===== src/rtl/flash_unlock_pkg.sv =====
package flash_unlock_pkg;
  typedef enum logic [1:0] {
    SEQ_LOCKED = 2'd0,
    SEQ_HALF   = 2'd1,
    SEQ_OPEN   = 2'd2,
    SEQ_PROG   = 2'd3
  } seq_state_e;

  localparam logic       OP_ERASE = 1'b0;
  localparam logic       OP_PROG  = 1'b1;
  localparam logic [1:0] SP_A24   = 2'b01;
endpackage


===== src/rtl/fus_bus_decode.sv =====
module fus_bus_decode
  import flash_unlock_pkg::*;
#(
  parameter int unsigned           ADDR_W    = 24,
  parameter int unsigned           DATA_W    = 32,
  parameter logic [ADDR_W-1:0]     UNLK_OFS  = 24'h055554,
  parameter logic [ADDR_W-1:0]     PADDR_OFS = 24'h055558,
  parameter logic [ADDR_W-1:0]     PDATA_OFS = 24'h05555C,
  parameter logic [DATA_W-1:0]     KEY_A     = 32'h5555_5555,
  parameter logic [DATA_W-1:0]     KEY_B     = 32'hAAAA_AAAA
) (
  input  logic              wr_valid_i,
  input  logic [1:0]        wr_space_i,
  input  logic              wr_w32_i,
  input  logic [ADDR_W-1:0] wr_addr_i,
  input  logic [DATA_W-1:0] wr_data_i,
  output logic              wr_ok_o,
  output logic              wr_bad_o,
  output logic              hit_unlk_o,
  output logic              hit_paddr_o,
  output logic              hit_pdata_o,
  output logic              key_a_o,
  output logic              key_b_o
);
  logic qual;

  assign qual        = (wr_space_i == SP_A24) && wr_w32_i;
  assign wr_ok_o     = wr_valid_i && qual;
  assign wr_bad_o    = wr_valid_i && !qual;
  assign hit_unlk_o  = (wr_addr_i == UNLK_OFS);
  assign hit_paddr_o = (wr_addr_i == PADDR_OFS);
  assign hit_pdata_o = (wr_addr_i == PDATA_OFS);
  assign key_a_o     = (wr_data_i == KEY_A);
  assign key_b_o     = (wr_data_i == KEY_B);
endmodule


===== src/rtl/fus_seq_fsm.sv =====
module fus_seq_fsm
  import flash_unlock_pkg::*;
(
  input  logic clk_i,
  input  logic rst_ni,
  input  logic wr_ok_i,
  input  logic wr_bad_i,
  input  logic hit_unlk_i,
  input  logic hit_paddr_i,
  input  logic hit_pdata_i,
  input  logic key_a_i,
  input  logic key_b_i,
  input  logic busy_i,
  output logic issue_erase_o,
  output logic issue_prog_o,
  output logic load_addr_o
);
  seq_state_e state_q, state_d;

  always_comb begin
    state_d       = state_q;
    issue_erase_o = 1'b0;
    issue_prog_o  = 1'b0;
    load_addr_o   = 1'b0;
    if (wr_bad_i) begin
      state_d = SEQ_LOCKED;
    end else if (wr_ok_i) begin
      unique case (state_q)
        SEQ_LOCKED: begin
          if (hit_unlk_i && key_a_i) state_d = SEQ_HALF;
        end
        SEQ_HALF: begin
          state_d = (hit_unlk_i && key_b_i) ? SEQ_OPEN : SEQ_LOCKED;
        end
        SEQ_OPEN: begin
          state_d = SEQ_LOCKED;
          if (hit_unlk_i && key_b_i) begin
            issue_erase_o = !busy_i;   // one-shot, relocks either way
          end else if (hit_paddr_i) begin
            load_addr_o = 1'b1;
            state_d     = SEQ_PROG;
          end
        end
        SEQ_PROG: begin
          if (hit_pdata_i) issue_prog_o = !busy_i;
          else             state_d      = SEQ_LOCKED;
        end
        default: state_d = SEQ_LOCKED;
      endcase
    end
  end

  always_ff @(posedge clk_i or negedge rst_ni) begin
    if (!rst_ni) state_q <= SEQ_LOCKED;
    else         state_q <= state_d;
  end
endmodule


===== src/rtl/fus_cmd_issue.sv =====
module fus_cmd_issue
  import flash_unlock_pkg::*;
#(
  parameter int unsigned ADDR_W = 24,
  parameter int unsigned DATA_W = 32
) (
  input  logic              clk_i,
  input  logic              rst_ni,
  input  logic              issue_erase_i,
  input  logic              issue_prog_i,
  input  logic              load_addr_i,
  input  logic [DATA_W-1:0] wr_data_i,
  input  logic              eng_busy_i,
  output logic              cmd_start_o,
  output logic              cmd_op_o,
  output logic [ADDR_W-1:0] cmd_addr_o,
  output logic [DATA_W-1:0] cmd_data_o,
  output logic              busy_o
);
  localparam int unsigned BYTES  = DATA_W / 8;
  localparam int unsigned LANE_W = $clog2(BYTES);
  localparam logic [ADDR_W-1:0] STEP = ADDR_W'(BYTES);

  logic [ADDR_W-1:0] addr_q;
  logic [DATA_W-1:0] packed_d;
  logic              pend_q;

  // byte lane k goes to flash address base + k
  for (genvar k = 0; k < BYTES; k++) begin : g_lane
    assign packed_d[8*k +: 8] = wr_data_i[8*k +: 8];
  end

  always_ff @(posedge clk_i or negedge rst_ni) begin
    if (!rst_ni) begin
      addr_q      <= '0;
      cmd_start_o <= 1'b0;
      cmd_op_o    <= OP_ERASE;
      cmd_addr_o  <= '0;
      cmd_data_o  <= '0;
      pend_q      <= 1'b0;
    end else begin
      cmd_start_o <= issue_erase_i || issue_prog_i;
      if (load_addr_i) addr_q <= {wr_data_i[ADDR_W-1:LANE_W], {LANE_W{1'b0}}};
      if (issue_erase_i) begin
        cmd_op_o   <= OP_ERASE;
        cmd_addr_o <= '0;
        cmd_data_o <= '0;
      end else if (issue_prog_i) begin
        cmd_op_o   <= OP_PROG;
        cmd_addr_o <= addr_q;
        cmd_data_o <= packed_d;
        addr_q     <= addr_q + STEP;
      end
      if (issue_erase_i || issue_prog_i) pend_q <= 1'b1;
      else if (eng_busy_i)               pend_q <= 1'b0;
    end
  end

  assign busy_o = pend_q || eng_busy_i;
endmodule


===== src/rtl/flash_unlock_seq.sv =====
module flash_unlock_seq
  import flash_unlock_pkg::*;
#(
  parameter int unsigned       ADDR_W    = 24,
  parameter int unsigned       DATA_W    = 32,
  parameter logic [ADDR_W-1:0] UNLK_OFS  = 24'h055554,
  parameter logic [ADDR_W-1:0] PADDR_OFS = 24'h055558,
  parameter logic [ADDR_W-1:0] PDATA_OFS = 24'h05555C,
  parameter logic [DATA_W-1:0] KEY_A     = 32'h5555_5555,
  parameter logic [DATA_W-1:0] KEY_B     = 32'hAAAA_AAAA
) (
  input  logic              clk_i,
  input  logic              rst_ni,
  input  logic              wr_valid_i,
  input  logic [1:0]        wr_space_i,
  input  logic              wr_w32_i,
  input  logic [ADDR_W-1:0] wr_addr_i,
  input  logic [DATA_W-1:0] wr_data_i,
  input  logic              eng_busy_i,
  output logic              cmd_start_o,
  output logic              cmd_op_o,
  output logic [ADDR_W-1:0] cmd_addr_o,
  output logic [DATA_W-1:0] cmd_data_o,
  output logic              busy_o
);
  logic wr_ok, wr_bad, hit_unlk, hit_paddr, hit_pdata, key_a, key_b;
  logic issue_erase, issue_prog, load_addr;

  fus_bus_decode #(
    .ADDR_W(ADDR_W), .DATA_W(DATA_W), .UNLK_OFS(UNLK_OFS),
    .PADDR_OFS(PADDR_OFS), .PDATA_OFS(PDATA_OFS), .KEY_A(KEY_A), .KEY_B(KEY_B)
  ) u_dec (
    .wr_valid_i (wr_valid_i),
    .wr_space_i (wr_space_i),
    .wr_w32_i   (wr_w32_i),
    .wr_addr_i  (wr_addr_i),
    .wr_data_i  (wr_data_i),
    .wr_ok_o    (wr_ok),
    .wr_bad_o   (wr_bad),
    .hit_unlk_o (hit_unlk),
    .hit_paddr_o(hit_paddr),
    .hit_pdata_o(hit_pdata),
    .key_a_o    (key_a),
    .key_b_o    (key_b)
  );

  fus_seq_fsm u_fsm (
    .clk_i        (clk_i),
    .rst_ni       (rst_ni),
    .wr_ok_i      (wr_ok),
    .wr_bad_i     (wr_bad),
    .hit_unlk_i   (hit_unlk),
    .hit_paddr_i  (hit_paddr),
    .hit_pdata_i  (hit_pdata),
    .key_a_i      (key_a),
    .key_b_i      (key_b),
    .busy_i       (busy_o),
    .issue_erase_o(issue_erase),
    .issue_prog_o (issue_prog),
    .load_addr_o  (load_addr)
  );

  fus_cmd_issue #(.ADDR_W(ADDR_W), .DATA_W(DATA_W)) u_cmd (
    .clk_i        (clk_i),
    .rst_ni       (rst_ni),
    .issue_erase_i(issue_erase),
    .issue_prog_i (issue_prog),
    .load_addr_i  (load_addr),
    .wr_data_i    (wr_data_i),
    .eng_busy_i   (eng_busy_i),
    .cmd_start_o  (cmd_start_o),
    .cmd_op_o     (cmd_op_o),
    .cmd_addr_o   (cmd_addr_o),
    .cmd_data_o   (cmd_data_o),
    .busy_o       (busy_o)
  );
endmodule


===== config.mk =====
export PLATFORM = sky130hd
export DESIGN_NAME = flash_unlock_seq
export DESIGN_NICKNAME = d
export VERILOG_FILES = /design/src/rtl/flash_unlock_pkg.sv /design/src/rtl/fus_bus_decode.sv /design/src/rtl/fus_seq_fsm.sv /design/src/rtl/fus_cmd_issue.sv /design/src/rtl/flash_unlock_seq.sv
export SDC_FILE = /design/constraint.sdc
export NUM_CORES = 1
export LEC_CHECK = 0
export CELL_PAD_IN_SITES_DETAIL_PLACEMENT = 1
export CELL_PAD_IN_SITES_GLOBAL_PLACEMENT = 1
export CORE_MARGIN = 10
export CORE_UTILIZATION = 25
export DETAILED_ROUTE_END_ITERATION = 16
export GPL_TIMING_DRIVEN = 0
export MAX_ROUTING_LAYER = met4
export PLACE_DENSITY = 0.7
export SETUP_SLACK_MARGIN = 0.2
export SYNTH_ARGS = -nofsm -noshare
export SYNTH_HDL_FRONTEND = slang
export SYNTH_SLANG_ARGS = --single-unit
export TNS_END_PERCENT = 5

===== constraint.sdc =====
create_clock -name clk_i -period 2 [get_ports clk_i]
set_clock_uncertainty 0.15 [all_clocks]
set_input_delay 0.3 -clock clk_i [delete_from_list [all_inputs] [get_ports clk_i]]
set_output_delay 0.3 -clock clk_i [all_outputs]
set_load 0.005 [all_outputs]

# Word level (Yosys, flattened, before mapping)
# Cells that the tools add are included.
# Widths: inputs -> output; s select.
[totals] reg_bits=85 out_inout_bits=59 word_cells=65
[op_classes] addsub=1 n_eq_ne=11 mux=32 n_reduce_logical=14
[ops] cell="$mux 24" count=5
[ops] cell="$eq 24x19->1 const B" count=3
[ops] cell="$mux 32" count=2
[ops] cell="$eq 32x31->1 const B" count=1
[ops] cell="$eq 32x32->1 const B" count=1
[ops] cell="$add 24x3->24 const B" count=1
[ops] cell="$mux 1" count=17
[ops] cell="$mux 2" count=7
[ops] cell="$pmux 2 s4" count=1
[ops] cell="$reduce_bool 2->1" count=3
[ops] cell="$logic_and 1x1->1" count=5
[ops] cell="$eq 2x1->1 const B" count=2
[ops] cell="$eq 2x2->1 const B" count=2
[ops] cell="$ne 3x2->1 const B" count=1
[ops] cell="$ne 3x3->1 const B" count=1
[ops] cell="$reduce_and 3->1" count=1
[ops] cell="$logic_not 1->1" count=2
[ops] cell="$logic_not 2->1" count=1
[ops] cell="$logic_or 1x1->1" count=2

# Longest topological paths before layout
[depth] depth_word=9 mapped_depth=8 depth_no_buf=6

# By module
# A second synthesis with hierarchy kept.
[hier_totals] cells_unflattened=400 hier_area_um2=4200.3
[modules_own_cells] mod="fus_cmd_issue" instances=1 cells_each=342 area_each_um2=3697.3 seq_area_each_um2=2077.0
[modules_own_cells] mod="fus_bus_decode" instances=1 cells_each=37 area_each_um2=329.1 seq_area_each_um2=0.0
[modules_own_cells] mod="fus_seq_fsm" instances=1 cells_each=21 area_each_um2=173.9 seq_area_each_um2=50.0

# Least setup slack after synthesis
# Ideal clock, no wire load.
[synth_timing] path_type="register to register" from="register u_cmd.addr_q[2]" to="register u_cmd.addr_q[20]" setup_ps=64 t_arrival_ps=1947 t_required_ps=1786 setup_slack_ps=-161 stages_incl_launch_ff=7 n_path_buf=0 path_cell_list="dfrtp_1 > ha_1 > nand4_1 > or4_1 > or2_2 > a21oi_1 > o21a_1"
[synth_between] elab_chain_cells=3
[synth_rtl] item="start: declaration" line_no="fus_cmd_issue.sv:24" rtl="logic [ADDR_W-1:0] addr_q;"
[synth_rtl] item="start signal: assignment" line_no="fus_cmd_issue.sv:43" rtl="if (load_addr_i) addr_q <= {wr_data_i[ADDR_W-1:LANE_W], {LANE_W{1'b0}}};"
[synth_rtl] item="start signal: assignment" line_no="fus_cmd_issue.sv:52" rtl="addr_q <= addr_q + STEP;"
[synth_rtl] item="$add 24x3->24" line_no="fus_cmd_issue.sv:52"
[synth_rtl] item="$mux 24" line_no="fus_cmd_issue.sv:48" rtl="end else if (issue_prog_i) begin"
[synth_rtl] item="$mux 24" line_no="fus_cmd_issue.sv:44" rtl="if (issue_erase_i) begin"
# No other way between the ends.
# A chain may end at the register's enable or synchronous reset.

# Final worst setup path
[layout_timing] from="register u_fsm.state_q[0]" to="register u_cmd.cmd_data_o[4]"
[layout_between] elab_chain_cells=5 word_cells_on_any_way=10 classes_between="eq/ne: 2; mux: 7; reduce/logical: 1"
[layout_rtl] item="start: declaration" line_no="fus_seq_fsm.sv:18" rtl="seq_state_e state_q, state_d;"
[layout_rtl] item="start signal: assignment" line_no="fus_seq_fsm.sv:55" rtl="else state_q <= state_d;"
[layout_rtl] item="$eq 2x2->1" line_no="fus_seq_fsm.sv:28" rtl="unique case (state_q)"
[layout_rtl] item="$mux 1" line_no="fus_seq_fsm.sv:28"
[layout_rtl] item="$mux 1" line_no="fus_seq_fsm.sv:27" rtl="end else if (wr_ok_i) begin"
[layout_rtl] item="$mux 1" line_no="fus_seq_fsm.sv:25" rtl="if (wr_bad_i) begin"
[layout_rtl] item="$mux 32 or $reduce_bool 2->1 (tied branches)"
[layout_rtl] item="end signal: assignment" line_no="fus_cmd_issue.sv:51" rtl="cmd_data_o <= packed_d;"
[layout_rtl] item="end: declaration" line_no="fus_cmd_issue.sv:17" rtl="output logic [DATA_W-1:0] cmd_data_o,"
# Several ways; a longest one is shown, not always the timed one.

==> metrics.md <==
| Metric | Value |
|---|---|
| Warnings from Yosys | 0 |
| Total DRC errors in the routed layout | 0 |
| Number of I/O port buffers | 121 |
| Critical path cell sequence | buf_2 > or4_4 > a211o_4 > buf_12 > clkbuf_16 > a22o_1 |
| Failing checks | setup timing |
| Max Cap Violations | 0 |
| TritonCTS clock tree | yes |
| Die outline area | 21700 sq um |
| List of most frequent post-synthesis cells | 85 x dfrtp_1, 56 x a22o_1, 20 x nand3_1 |
| Count of final max-slew check failures | 0 |
| Clock edge transition at the registers on the reported setup and hold paths | 0.07 ns |
| Clock root buffer | clkbuf_16 |
| Adder-cell share of the synthesized area | less than 1% |
| Width of the die | 147 microns |
| Worst Slack Setup Final | -0.152 ns |
| Parity-gate share of the synthesized area counting xor and xnor cells | 0.216% |
| Post-synthesis instance area | between 4000 and 5000 sq um |
| Ports placed on the boundary | roughly 120 |
| Switching power | roughly 860 uW |
| Via count | 3982 |
| Fraction of the mapped netlist area in simple logic gates | a little under a fifth |
| Number of enable-type register cells in the synthesized netlist | 0 |
| Number of setup violations in the final report | 72 |
| Leading cell types by total area after synthesis | dfrtp_1 52%, a22o_1 12%, nand3_1 2.5% |
| Layout cell share with drive strength beyond 1 | between 20 and 30% |
| Clk network pwr share | around 47% |
| Dpl cells | between 700 and 800 |
| Unrepaired setup endpoints after global routing | yes |
| HPWL after detailed placement | 12.6 mm |
| Class of the most critical setup path | reg2reg |
| Compound-gate portion of the synthesized area | about a quarter |
| Slew at the pin closest to its max-slew limit | around 0.47 ns |
| Buffer depth of the longest clock path | 2 |
| Cell with the most instances after synthesis | dfrtp_1 |
| Comb pwr share | around 7.3% |
| Category of the worst setup path launch point | flip-flop |
| Int Power | approximately 2.9 mW |
| Average via count per standard cell | roughly 5.3 |
| Effective utilization at floorplan | 25.5% |
| Req. time, crit path | 2.09 ns |
| Status | finished, violations left |
| TritonRoute pass-1 iters | 5 |
| Global-route wire length before repair | approximately 26 mm |
| CTS Buf Count | 9 |
| Maximum vdd ir drop | about 0.36 mV |
| Number of hold-slack violations in the final timing report | 0 |
| Kind of end point of the critical path | flip-flop |
| Dominant combinational cell family by area after synthesis | compound AO/OA/AOI/OAI gates |
| Post-synthesis cell type count | 51 |
| Number of clock sinks | between 80 and 90 |
| PD cells | 569 nW/um^2 |
| Share of synthesized area occupied by flip-flops and latches | approximately 52% |
| Setup TNS | -6.14 ns |
| Count of standard-cell rows | 46 |
| Cell type with the highest aggregate area in the netlist | dfrtp_1 |
| Type of the most critical hold path | in2reg |
| Worst Hold Depth | 2 |
| Area added between synthesis and finish | 62.7% |
| Routability congestion estimate from global placement | approximately 0.9 |
| Net Sw Frac | a little under a quarter |
| First-iteration detailed-routing DRC count | between 200 and 300 |
| Post-synth ARST share | 100% |
| Final antenna diode count | 0 |
| Global-route usage over all layers | between 10% and 20% |
| Die extent in y | approximately 150 microns |
| Worst reg2reg path depth | 6 |
| CTS H-tree depth | 3 |
| WP data arrival | 2.25 ns |
| Most common flop cell mapped by yosys | dfrtp_1 |
| Highest fanout seen on the critical path | 8 |
| Area of the placeable core | between 15000 and 20000 sq um |
| Minimum clock period | approximately 2.2 ns |
| Relative slew slack | 68.0% |
| Pin count of the biggest net entering global routing | 58 |
| Routed length per placed instance | 23.6 microns |
| Antenna violation net count after detailed routing | 0 |
| Vias in the first global route | roughly 4300 |
| Multiplexer fraction of the synthesized cell area | less than 1% |
| Part of the cycle the worst path needs | 108% |
| Skew-Pair Late Insertion Delay | 0.35 ns |
| Area share of the largest cell type after synthesis | 52.5% |
| Number of antenna violations at the first check in global routing | 0 |
| Final std cells w/o fill | ~750 |
| LEAKAGE | around 3 nW |
| Synthesized area per cell | ~11 sq um |
| Achievable clock frequency | 465 MHz |
| Global route total overflow | 0 |
| Share of total power in sequential cells | approximately 46% |
| Post-synthesis cell count | around 360 |
| DRT Wirelength | between 15 and 20 mm |
| Net count of the mapped netlist | 428 |
| Fin nets | approximately 600 |
| Slowest library cell on the worst path | or4_4 |
| Largest stage delay on the critical path | ~0.52 ns |
| Total of flip-flops plus latches after synthesis | 85 |
==> sequential cells by signal (all words and copies together) (netlist names) <==
signal / flops
u_cmd.addr_q: 24
u_cmd.cmd_addr_o: 24
u_cmd.cmd_data_o: 32
u_cmd.cmd_op_o: 1
u_cmd.cmd_start_o: 1
u_cmd.pend_q: 1
u_fsm.state_q: 2
==> worst max-delay path: cells and delay by family (launching register included) <==
kind                   cells  cell delay (ns)
AOI/OAI and AO/OA          2             0.55
buffers and inverters      3             0.47
and+or+nand+nor            1             0.52
DFF                        1             0.36
==> area by class of cell <==
type	count	area, sq um
Timing Repair Buffer	148	1440
Fill cell	1717	9290
Inverter	12	45.0
Tap cell	216	270
Clock buffer	11	253
Sequential cell	85	2130
Clock inverter	5	56.3
Buffer	22	240
Multi-Input combinational cell	246	2170
==> power by group through the flow <==
stage / logic, mW / clock network (mW) / registers, mW
6_report: 0.275 / 1.76 / 1.72
5_1_grt: 0.294 / 1.85 / 1.72
3_3_place_gp: 0.241 / 0 / 1.75
2_1_floorplan: 0.0322 / 0 / 1.75
3_5_place_dp: 0.252 / 0 / 1.75
4_1_cts: 0.261 / 1.79 / 1.72
==> cells in the final DEF, fill, tap and decap left out, drive strengths merged, types with 6 or more instances in the layout <==
master,instances
dfrtp,85
clkdlybuf4s50,67
buf,58
a22o,56
clkbuf,34
nand3,21
a21oi,16
nand2,15
inv,13
dlygate4sd2,12
nand4,11
nor2,10
dlymetal6s2s,9
o21ai,9
nor4bb,9
o21a,8
o32a,7
nor4,7
o32ai,6
and3,6
==> stage by stage <==
stage	instance area (sq um)	hold WS (ns)	power [mW]	util (%)	setup slack, ns
after floorplan	4060	-0.146	1.78	-	-0.124
after global placement	5540	0.332	1.99	34.9	-2.71
after detailed placement	5570	0.111	2.00	35.0	-1.19
after CTS	6310	0.0457	3.77	39.7	-0.230
after global routing	6600	0.0534	3.86	41.5	-0.211
final	6600	0.0411	3.75	41.5	-0.152
==> layer usage <==
| metal | GRT usage, % | part of all wire, % | vias up |
|---|---|---|---|
| li1 | - | - | 1769 |
| met1 | 19.9 | 44 | 2033 |
| met3 | 4.76 | 6.3 | 27 |
| met5 | - | 0 | - |
| met4 | 4.56 | 1.9 | 0 |
| met2 | 25.1 | 47 | 153 |
==> kinds of logic (layout without fill, tap and decap cells) <==
group	after synthesis	after routing
muxes	2	2
DFF	85	85
AOI/OAI and AO/OA	125	125
and+or+nand+nor	116	117
xor gates and xnor gates	1	1
adders and majority gates	1	1
buffers and inverters	34	198
==> path summary, 6_finish.rpt <==
path	start	to	slack [ns]
setup / recovery	u_fsm.state_q[0]	u_cmd.cmd_data_o[4]	-0.15
hold / removal	wr_data_i[2]	u_cmd.cmd_data_o[2]	0.04
setup reg to reg	u_fsm.state_q[0]	u_cmd.cmd_data_o[4]	-0.15
hold reg to reg	u_cmd.addr_q[0]	u_cmd.cmd_addr_o[0]	0.34
max in group asynchronous	rst_ni	u_cmd.addr_q[2]	0.79
min in group asynchronous	rst_ni	u_cmd.cmd_addr_o[4]	0.27
==> what timing repair did <==
item / in CTS / in global routing
resized for setup: 194 / 96
setup buffers: 15 / 7
hold buffers: 1 / 0
setup endpoints to repair: 86 / 86
gates cloned: 1 / 3
hold endpoints to repair: 28 / 0
pin swaps: 21 / 19
(Power assumes the default switching activity.)
